### src/rtl/psat_pkg.sv
package psat_pkg;

  typedef enum logic [1:0] {
    FORM_FULL   = 2'b00,
    FORM_NARROW = 2'b01,
    FORM_MERGE  = 2'b10,
    FORM_RSVD   = 2'b11
  } form_e;

  localparam logic [7:0] CODE_BYTE = 8'hEC;
  localparam logic [7:0] CODE_WORD = 8'hED;

endpackage

### src/rtl/psat_lane.sv
module psat_lane #(
  parameter int W = 8
) (
  input  logic [W-1:0] a,
  input  logic [W-1:0] b,
  output logic [W-1:0] y
);

  localparam logic [W-1:0] MAXV = {1'b0, {(W-1){1'b1}}};
  localparam logic [W-1:0] MINV = {1'b1, {(W-1){1'b0}}};

  logic [W-1:0] raw;
  logic         ovf;

  always_comb begin
    raw = a + b;
    // overflow only when operands agree in sign and the raw sum disagrees
    ovf = (a[W-1] == b[W-1]) && (raw[W-1] != a[W-1]);
    if (ovf) y = a[W-1] ? MINV : MAXV;
    else     y = raw;
  end

  // equal-sign operands keep their sign in the clamped result
  always_comb begin
    p_no_wrap_r3: assert (a[W-1] != b[W-1] || y[W-1] == a[W-1]);
  end

endmodule

### src/rtl/psat_lane_array.sv
module psat_lane_array #(
  parameter int DATA_W = 256,
  parameter int LANE_W = 8
) (
  input  logic [DATA_W-1:0] a,
  input  logic [DATA_W-1:0] b,
  output logic [DATA_W-1:0] y
);

  localparam int NLANES = DATA_W / LANE_W;

  for (genvar i = 0; i < NLANES; i++) begin : g_lane
    psat_lane #(.W(LANE_W)) u_lane (
      .a (a[i*LANE_W +: LANE_W]),
      .b (b[i*LANE_W +: LANE_W]),
      .y (y[i*LANE_W +: LANE_W])
    );
  end

endmodule

### src/rtl/psat_form_merge.sv
module psat_form_merge
  import psat_pkg::*;
#(
  parameter int DATA_W = 256
) (
  input  logic [DATA_W-1:0]          sum,
  input  logic [DATA_W-DATA_W/2-1:0] old_hi,
  input  logic [1:0]                 form_sel,
  input  logic                       code_ok,
  output logic [DATA_W-1:0]          res,
  output logic                       err
);

  localparam int HALF_W = DATA_W / 2;
  localparam int HI_W   = DATA_W - HALF_W;

  always_comb begin
    res = '0;
    err = 1'b0;
    case (form_e'(form_sel))
      FORM_FULL:   res = sum;
      FORM_NARROW: res = {{HI_W{1'b0}}, sum[HALF_W-1:0]};
      FORM_MERGE:  res = {old_hi, sum[HALF_W-1:0]};
      default:     err = 1'b1;
    endcase
    if (!code_ok) err = 1'b1;
    if (err) res = '0;
  end

  // an error never leaks a partial result
  always_comb begin
    p_err_blank_r7: assert (!err || res == '0);
  end

endmodule

### src/rtl/psat_vadd.sv
module psat_vadd
  import psat_pkg::*;
#(
  parameter int DATA_W = 256,
  parameter int BYTE_W = 8,
  parameter int WORD_W = 16
) (
  input  logic                       clk,
  input  logic                       rst,
  input  logic                       in_valid,
  input  logic [DATA_W-1:0]          src_a,
  input  logic [DATA_W-1:0]          src_b,
  input  logic [DATA_W-DATA_W/2-1:0] old_dst_hi,
  input  logic [7:0]                 lane_code,
  input  logic [1:0]                 form_sel,
  output logic                       out_valid,
  output logic [DATA_W-1:0]          out_result,
  output logic                       out_err
);

  localparam int HALF_W = DATA_W / 2;

  logic [DATA_W-1:0] sum_b, sum_w, sum_sel, res_d;
  logic              is_word, code_ok, err_d;

  assign is_word = (lane_code == CODE_WORD);
  assign code_ok = (lane_code == CODE_WORD) || (lane_code == CODE_BYTE);

  psat_lane_array #(.DATA_W(DATA_W), .LANE_W(BYTE_W)) u_bytes (
    .a (src_a), .b (src_b), .y (sum_b)
  );

  psat_lane_array #(.DATA_W(DATA_W), .LANE_W(WORD_W)) u_words (
    .a (src_a), .b (src_b), .y (sum_w)
  );

  assign sum_sel = is_word ? sum_w : sum_b;

  psat_form_merge #(.DATA_W(DATA_W)) u_merge (
    .sum      (sum_sel),
    .old_hi   (old_dst_hi),
    .form_sel (form_sel),
    .code_ok  (code_ok),
    .res      (res_d),
    .err      (err_d)
  );

  always_ff @(posedge clk) begin
    if (rst) begin
      out_valid  <= 1'b0;
      out_err    <= 1'b0;
      out_result <= '0;
    end else begin
      out_valid <= in_valid;
      out_err   <= in_valid & err_d;
      if (in_valid) out_result <= res_d;
    end
  end

  // one-cycle latency and hold while idle
  p_latency_r8: assert property (@(posedge clk) disable iff (rst)
    in_valid |=> out_valid);
  p_idle_hold_r8: assert property (@(posedge clk) disable iff (rst)
    !in_valid |=> (!out_valid && $stable(out_result)));

  // zero-upper form clears bits above the lower half
  p_zero_hi_r5: assert property (@(posedge clk) disable iff (rst)
    (in_valid && form_sel == 2'b01) |=> out_result[DATA_W-1:HALF_W] == '0);

  // keep-upper form copies the old destination
  p_keep_hi_r6: assert property (@(posedge clk) disable iff (rst)
    (in_valid && form_sel == 2'b10 && code_ok)
      |=> out_result[DATA_W-1:HALF_W] == $past(old_dst_hi));

  // error comes with valid and an all-zero result
  p_err_valid_r7: assert property (@(posedge clk) disable iff (rst)
    out_err |-> (out_valid && out_result == '0));

endmodule

### config.mk
export PLATFORM = sky130hd
export DESIGN_NAME = psat_vadd
export DESIGN_NICKNAME = d
export VERILOG_FILES = /design/src/rtl/psat_pkg.sv /design/src/rtl/psat_lane.sv /design/src/rtl/psat_lane_array.sv /design/src/rtl/psat_form_merge.sv /design/src/rtl/psat_vadd.sv
export SDC_FILE = /design/constraint.sdc
export NUM_CORES = 2
export LEC_CHECK = 0
export ABC_AREA = 1
export BUFFER_PORTS_ARGS = -buffer_cell sky130_fd_sc_hd__buf_4
export CORE_UTILIZATION = 38
export DETAILED_ROUTE_END_ITERATION = 8
export GPL_TIMING_DRIVEN = 1
export PLACE_DENSITY_LB_ADDON = 0.08
export SYNTH_ARGS = -nofsm -noshare
export SYNTH_HDL_FRONTEND = slang
export SYNTH_HIERARCHICAL = 1
export SYNTH_SLANG_ARGS = --single-unit
### constraint.sdc
create_clock -name clk -period 3.4 [get_ports clk]
set_input_delay 0.68 -clock clk [delete_from_list [all_inputs] [get_ports clk]]
set_output_delay 0.68 -clock clk [all_outputs]
set_load 0.03 [all_outputs]
==> PnR_summary.wiki <==
{| class="wikitable"
! Metric !! Value
|-
| Least-Margin Pin Slew || ~0.83 ns
|-
| Vias per std cell || 4.91
|-
| Post-CTS sizing || 0
|-
| Count of standard-cell rows || roughly 130
|-
| Net count of the mapped netlist || 9814
|-
| Global placement routability congestion || 0.965
|-
| Max_cap viols || 0
|-
| Worst Path Class, Setup || in2reg
|-
| Warning count from the yosys run || 6
|-
| Count of unique library cells instantiated by Yosys || 38
|-
| Part of the Yosys area used for sequential elements || 10.5%
|-
| Mapped Area || approximately 49000 µm²
|-
| Number of clock sinks seen by CTS || 258
|-
| Reg power frac || 18.6%
|-
| Tcrit/Tclk final || 69.6%
|-
| DRC violations left || 0
|-
| Initial cell density of the core || between 30 and 40%
|-
| Total Negative Setup Slacks || 0 ns
|-
| Number of post-CTS setup repair buffers || 0
|-
| Pint || 0.00918 W
|-
| CTS tree || built
|-
| Class of the most critical hold timing path || in2reg
|-
| Width of the die || 362 µm
|-
| Area grow syn2layout || 19.1%
|-
| Root Buffer Master || sky130_fd_sc_hd__clkbuf_16
|-
| DR vias || about 55000
|-
| Unrepaired setup endpoints after global routing || false
|-
| Run status || finished, final reports clean
|-
| Library cell with the highest instance count after synthesis || sky130_fd_sc_hd__nand2_1
|-
| Layout Cells excl Fill || 11176
|-
| Worst path required time || approximately 4.0 ns
|-
| Total leakage power || around 34 nW
|-
| Worst IR Drop VDD || 322 µV
|-
| DIE HEIGHT || 362 µm
|-
| Reg2reg setup slack || approximately 2.6 ns
|-
| Number of nets with antenna violations after routing || 0
|-
| Final setup fails || 0
|-
| Routed length per placed instance || 17.2 µm
|-
| PortBufs || 910
|-
| Clock latency on the worst-skew pair || 0.62 ns
|-
| Destination of the worst register-to-register timing path || out_result[235]
|-
| CP Launch Type || input pin
|-
| Placed cell count || about 11000
|-
| Final setup skew || 0 ns
|-
| Number of buffers inserted during clock tree synthesis || 42
|-
| Ports || 911
|-
| Worst hold path depth || 5
|-
| Clock power frac || 29.6%
|-
| Hold EP || out_result[145]
|-
| Via count of the first global-routing pass || 51626
|-
| Dominant cell type by area after synthesis || sky130_fd_sc_hd__nand2_1
|-
| Worst reg-to-reg path cell count || 2
|-
| Routed WL || 192000 µm
|-
| Rel. slew slack || 44.5%
|-
| Fraction of power consumed by combinational cells || 51.8%
|-
| Drt pass-1 iters || 6
|-
| All-layer global routing usage || 28.0%
|-
| Start point of the worst min-delay path || old_dst_hi[17]
|-
| Power per standard cell area || between 200 and 300 nW/µm²
|-
| Gate count of the mapped netlist || 8649
|-
| Biggest area contributors in the synthesized netlist || sky130_fd_sc_hd__nand2_1 26%, sky130_fd_sc_hd__ha_1 12%, sky130_fd_sc_hd__dfxtp_1 10%
|-
| Switching power summed over all nets || approximately 0.0071 W
|-
| Number of hold buffers added after CTS || 0
|-
| Share of post-route cells with drive strength above 1 || 20.2%
|-
| Max Clk Rate || 0.422 GHz
|-
| Fin. Hold Viols || 0
|-
| Leading post-synthesis cells by instance count || 3466 x sky130_fd_sc_hd__nand2_1, 1205 x sky130_fd_sc_hd__inv_1, 705 x sky130_fd_sc_hd__nand3_1
|-
| First-pass GRT wire length || 291000 µm
|-
| Arrival @ worst endpoint || 2.92 ns
|-
| Origin of the critical flop-to-flop path || out_result[235]
|-
| Critical path capture point type || flip-flop
|-
| Mean area per synthesized cell || 5.70 µm²
|-
| Global route total overflow || 0
|-
| Overall die area || around 130000 µm²
|-
| Switching share of total power || between 40% and 50%
|-
| Flip-flop cell with the highest count after synthesis || sky130_fd_sc_hd__dfxtp_1
|-
| Clock transition at path regs || 0.06 ns
|-
| Minimum clock period after layout || 2.37 ns
|-
| CORE AREA || 128000 µm²
|-
| Worst-case clock buffer depth || 3
|-
| Maximum number of pins on one net before global-route repair || 140
|-
| Initial antenna violation count || 63
|-
| Final-stage net count || 10542
|-
| Number of flops mapped to enable cells by yosys || 0
|-
| Max Transition Viols Final || 0
|-
| Share of flip-flops with an asynchronous set or reset || 0%
|-
| First-iteration detailed-routing DRC count || about 3600
|-
| Top cell type's share of synthesized area || 26.4%
|-
| Top fanout value on the critical path || 3
|-
| Estimated wirelength of the detail-placed design || ~160000 µm
|-
| Number of H-tree levels || 2
|-
| Total of flip-flops plus latches after synthesis || 258
|}
worst max path at each step:
stage                     startpoint         endpoint  slack (ns)  depth (start not counted)
after floorplan           src_a[240]  out_result[252]        0.98                         18
after global placement    src_a[112]  out_result[124]        0.40                         19
after detailed placement  src_a[112]  out_result[124]        0.44                         19
after CTS                 src_a[192]  out_result[204]        1.11                         19
after global routing      src_a[192]  out_result[204]        0.86                         19
final                     src_a[112]  out_result[124]        1.03                         19
power by group through the flow:
stage	Clock (W)	Sequential (W)	Combinational [W]
after floorplan	0	0.00310	0.00604
after global placement	0	0.00310	0.00836
after detailed placement	0	0.00310	0.00837
after CTS	0.00495	0.00303	0.00842
after global routing	0.00506	0.00303	0.00951
final	0.00483	0.00303	0.00845
stage by stage:
| step | hold slack [ns] | utilization (%) | total power, W | worst slack (ns) | instance area [µm²] |
|---|---|---|---|---|---|
| after floorplan | 0.585 | - | 0.00915 | 0.979 | 49300 |
| after global placement | 0.449 | 44.6 | 0.0115 | 0.405 | 57100 |
| after detailed placement | 0.453 | 44.6 | 0.0115 | 0.444 | 57100 |
| after CTS | 0.405 | 45.8 | 0.0164 | 1.11 | 58600 |
| after global routing | 0.449 | 45.8 | 0.0176 | 0.859 | 58700 |
| final | 0.450 | 45.9 | 0.0163 | 1.03 | 58700 |
registers in the layout (all words and copies together) (netlist names):
signal      flops
out_valid       1
out_result    256
out_err         1
cell families (layout without fill, tap and decap cells):
family / count (synthesis) / in the layout / share of synthesized area (%)
DFF: 258 / 258 / 10.5
and+or+nand+nor: 5455 / 5455 / 51.0
other: 0 / 38 / 0
adders and majority gates: 512 / 512 / 13.7
AOI/OAI and AO/OA: 720 / 720 / 8.15
buffers and inverters: 1508 / 2268 / 13.2
xor gates and xnor gates: 196 / 196 / 3.48
area by class of cell:
type | instances | area (µm²)
repair buffers | 956 | 7470
well taps | 1729 | 2160
flip-flops and latches | 258 | 5160
multi-input cells | 6883 | 37600
clock buffers | 50 | 1160
inverters | 1236 | 4650
clock inverters | 26 | 349
diodes | 38 | 95.1
fillers | 14158 | 69300
critical path, stage by stage:
cell	delay, ns
sky130_fd_sc_hd__buf_4	0.09
sky130_fd_sc_hd__ha_1	0.42
sky130_fd_sc_hd__inv_1	0.10
sky130_fd_sc_hd__fa_1	0.41
sky130_fd_sc_hd__inv_1	0.09
sky130_fd_sc_hd__nand3_1	0.06
sky130_fd_sc_hd__nand3_1	0.15
sky130_fd_sc_hd__nand3_1	0.11
sky130_fd_sc_hd__nand3_1	0.08
sky130_fd_sc_hd__nand2_1	0.05
sky130_fd_sc_hd__nand2_1	0.05
sky130_fd_sc_hd__nand2_1	0.06
sky130_fd_sc_hd__nand2_2	0.06
sky130_fd_sc_hd__nand3_1	0.09
sky130_fd_sc_hd__nand2_1	0.08
sky130_fd_sc_hd__inv_1	0.04
sky130_fd_sc_hd__nor2_1	0.09
sky130_fd_sc_hd__nand2_1	0.06
sky130_fd_sc_hd__a21oi_1	0.14
routing by layer:
metal	vias to the layer above	track usage, %	part of all wire [%]
li1	28312	-	-
met1	24670	35.8	44
met2	1502	46.0	45
met3	324	4.78	6.5
met4	40	12.3	4.5
met5	-	0	0.12
cells in the final DEF, fill, tap and decap left out, drive strengths merged:
cell,netlist,layout
a21o,20,20
a21oi,588,588
and2,32,32
buf,254,956
bufinv,0,7
clkbuf,18,50
clkinv,1,8
clkinvlp,0,7
dfxtp,258,258
diode,0,38
fa,48,48
ha,464,464
inv,1235,1240
nand2,3968,3968
nand3,773,773
nand3b,56,56
nand4,64,64
nor2,533,533
nor3,1,1
o21ai,112,112
or2,28,28
xnor2,56,56
xor2,140,140
Note: power is estimated with default switching activity, not from simulation.
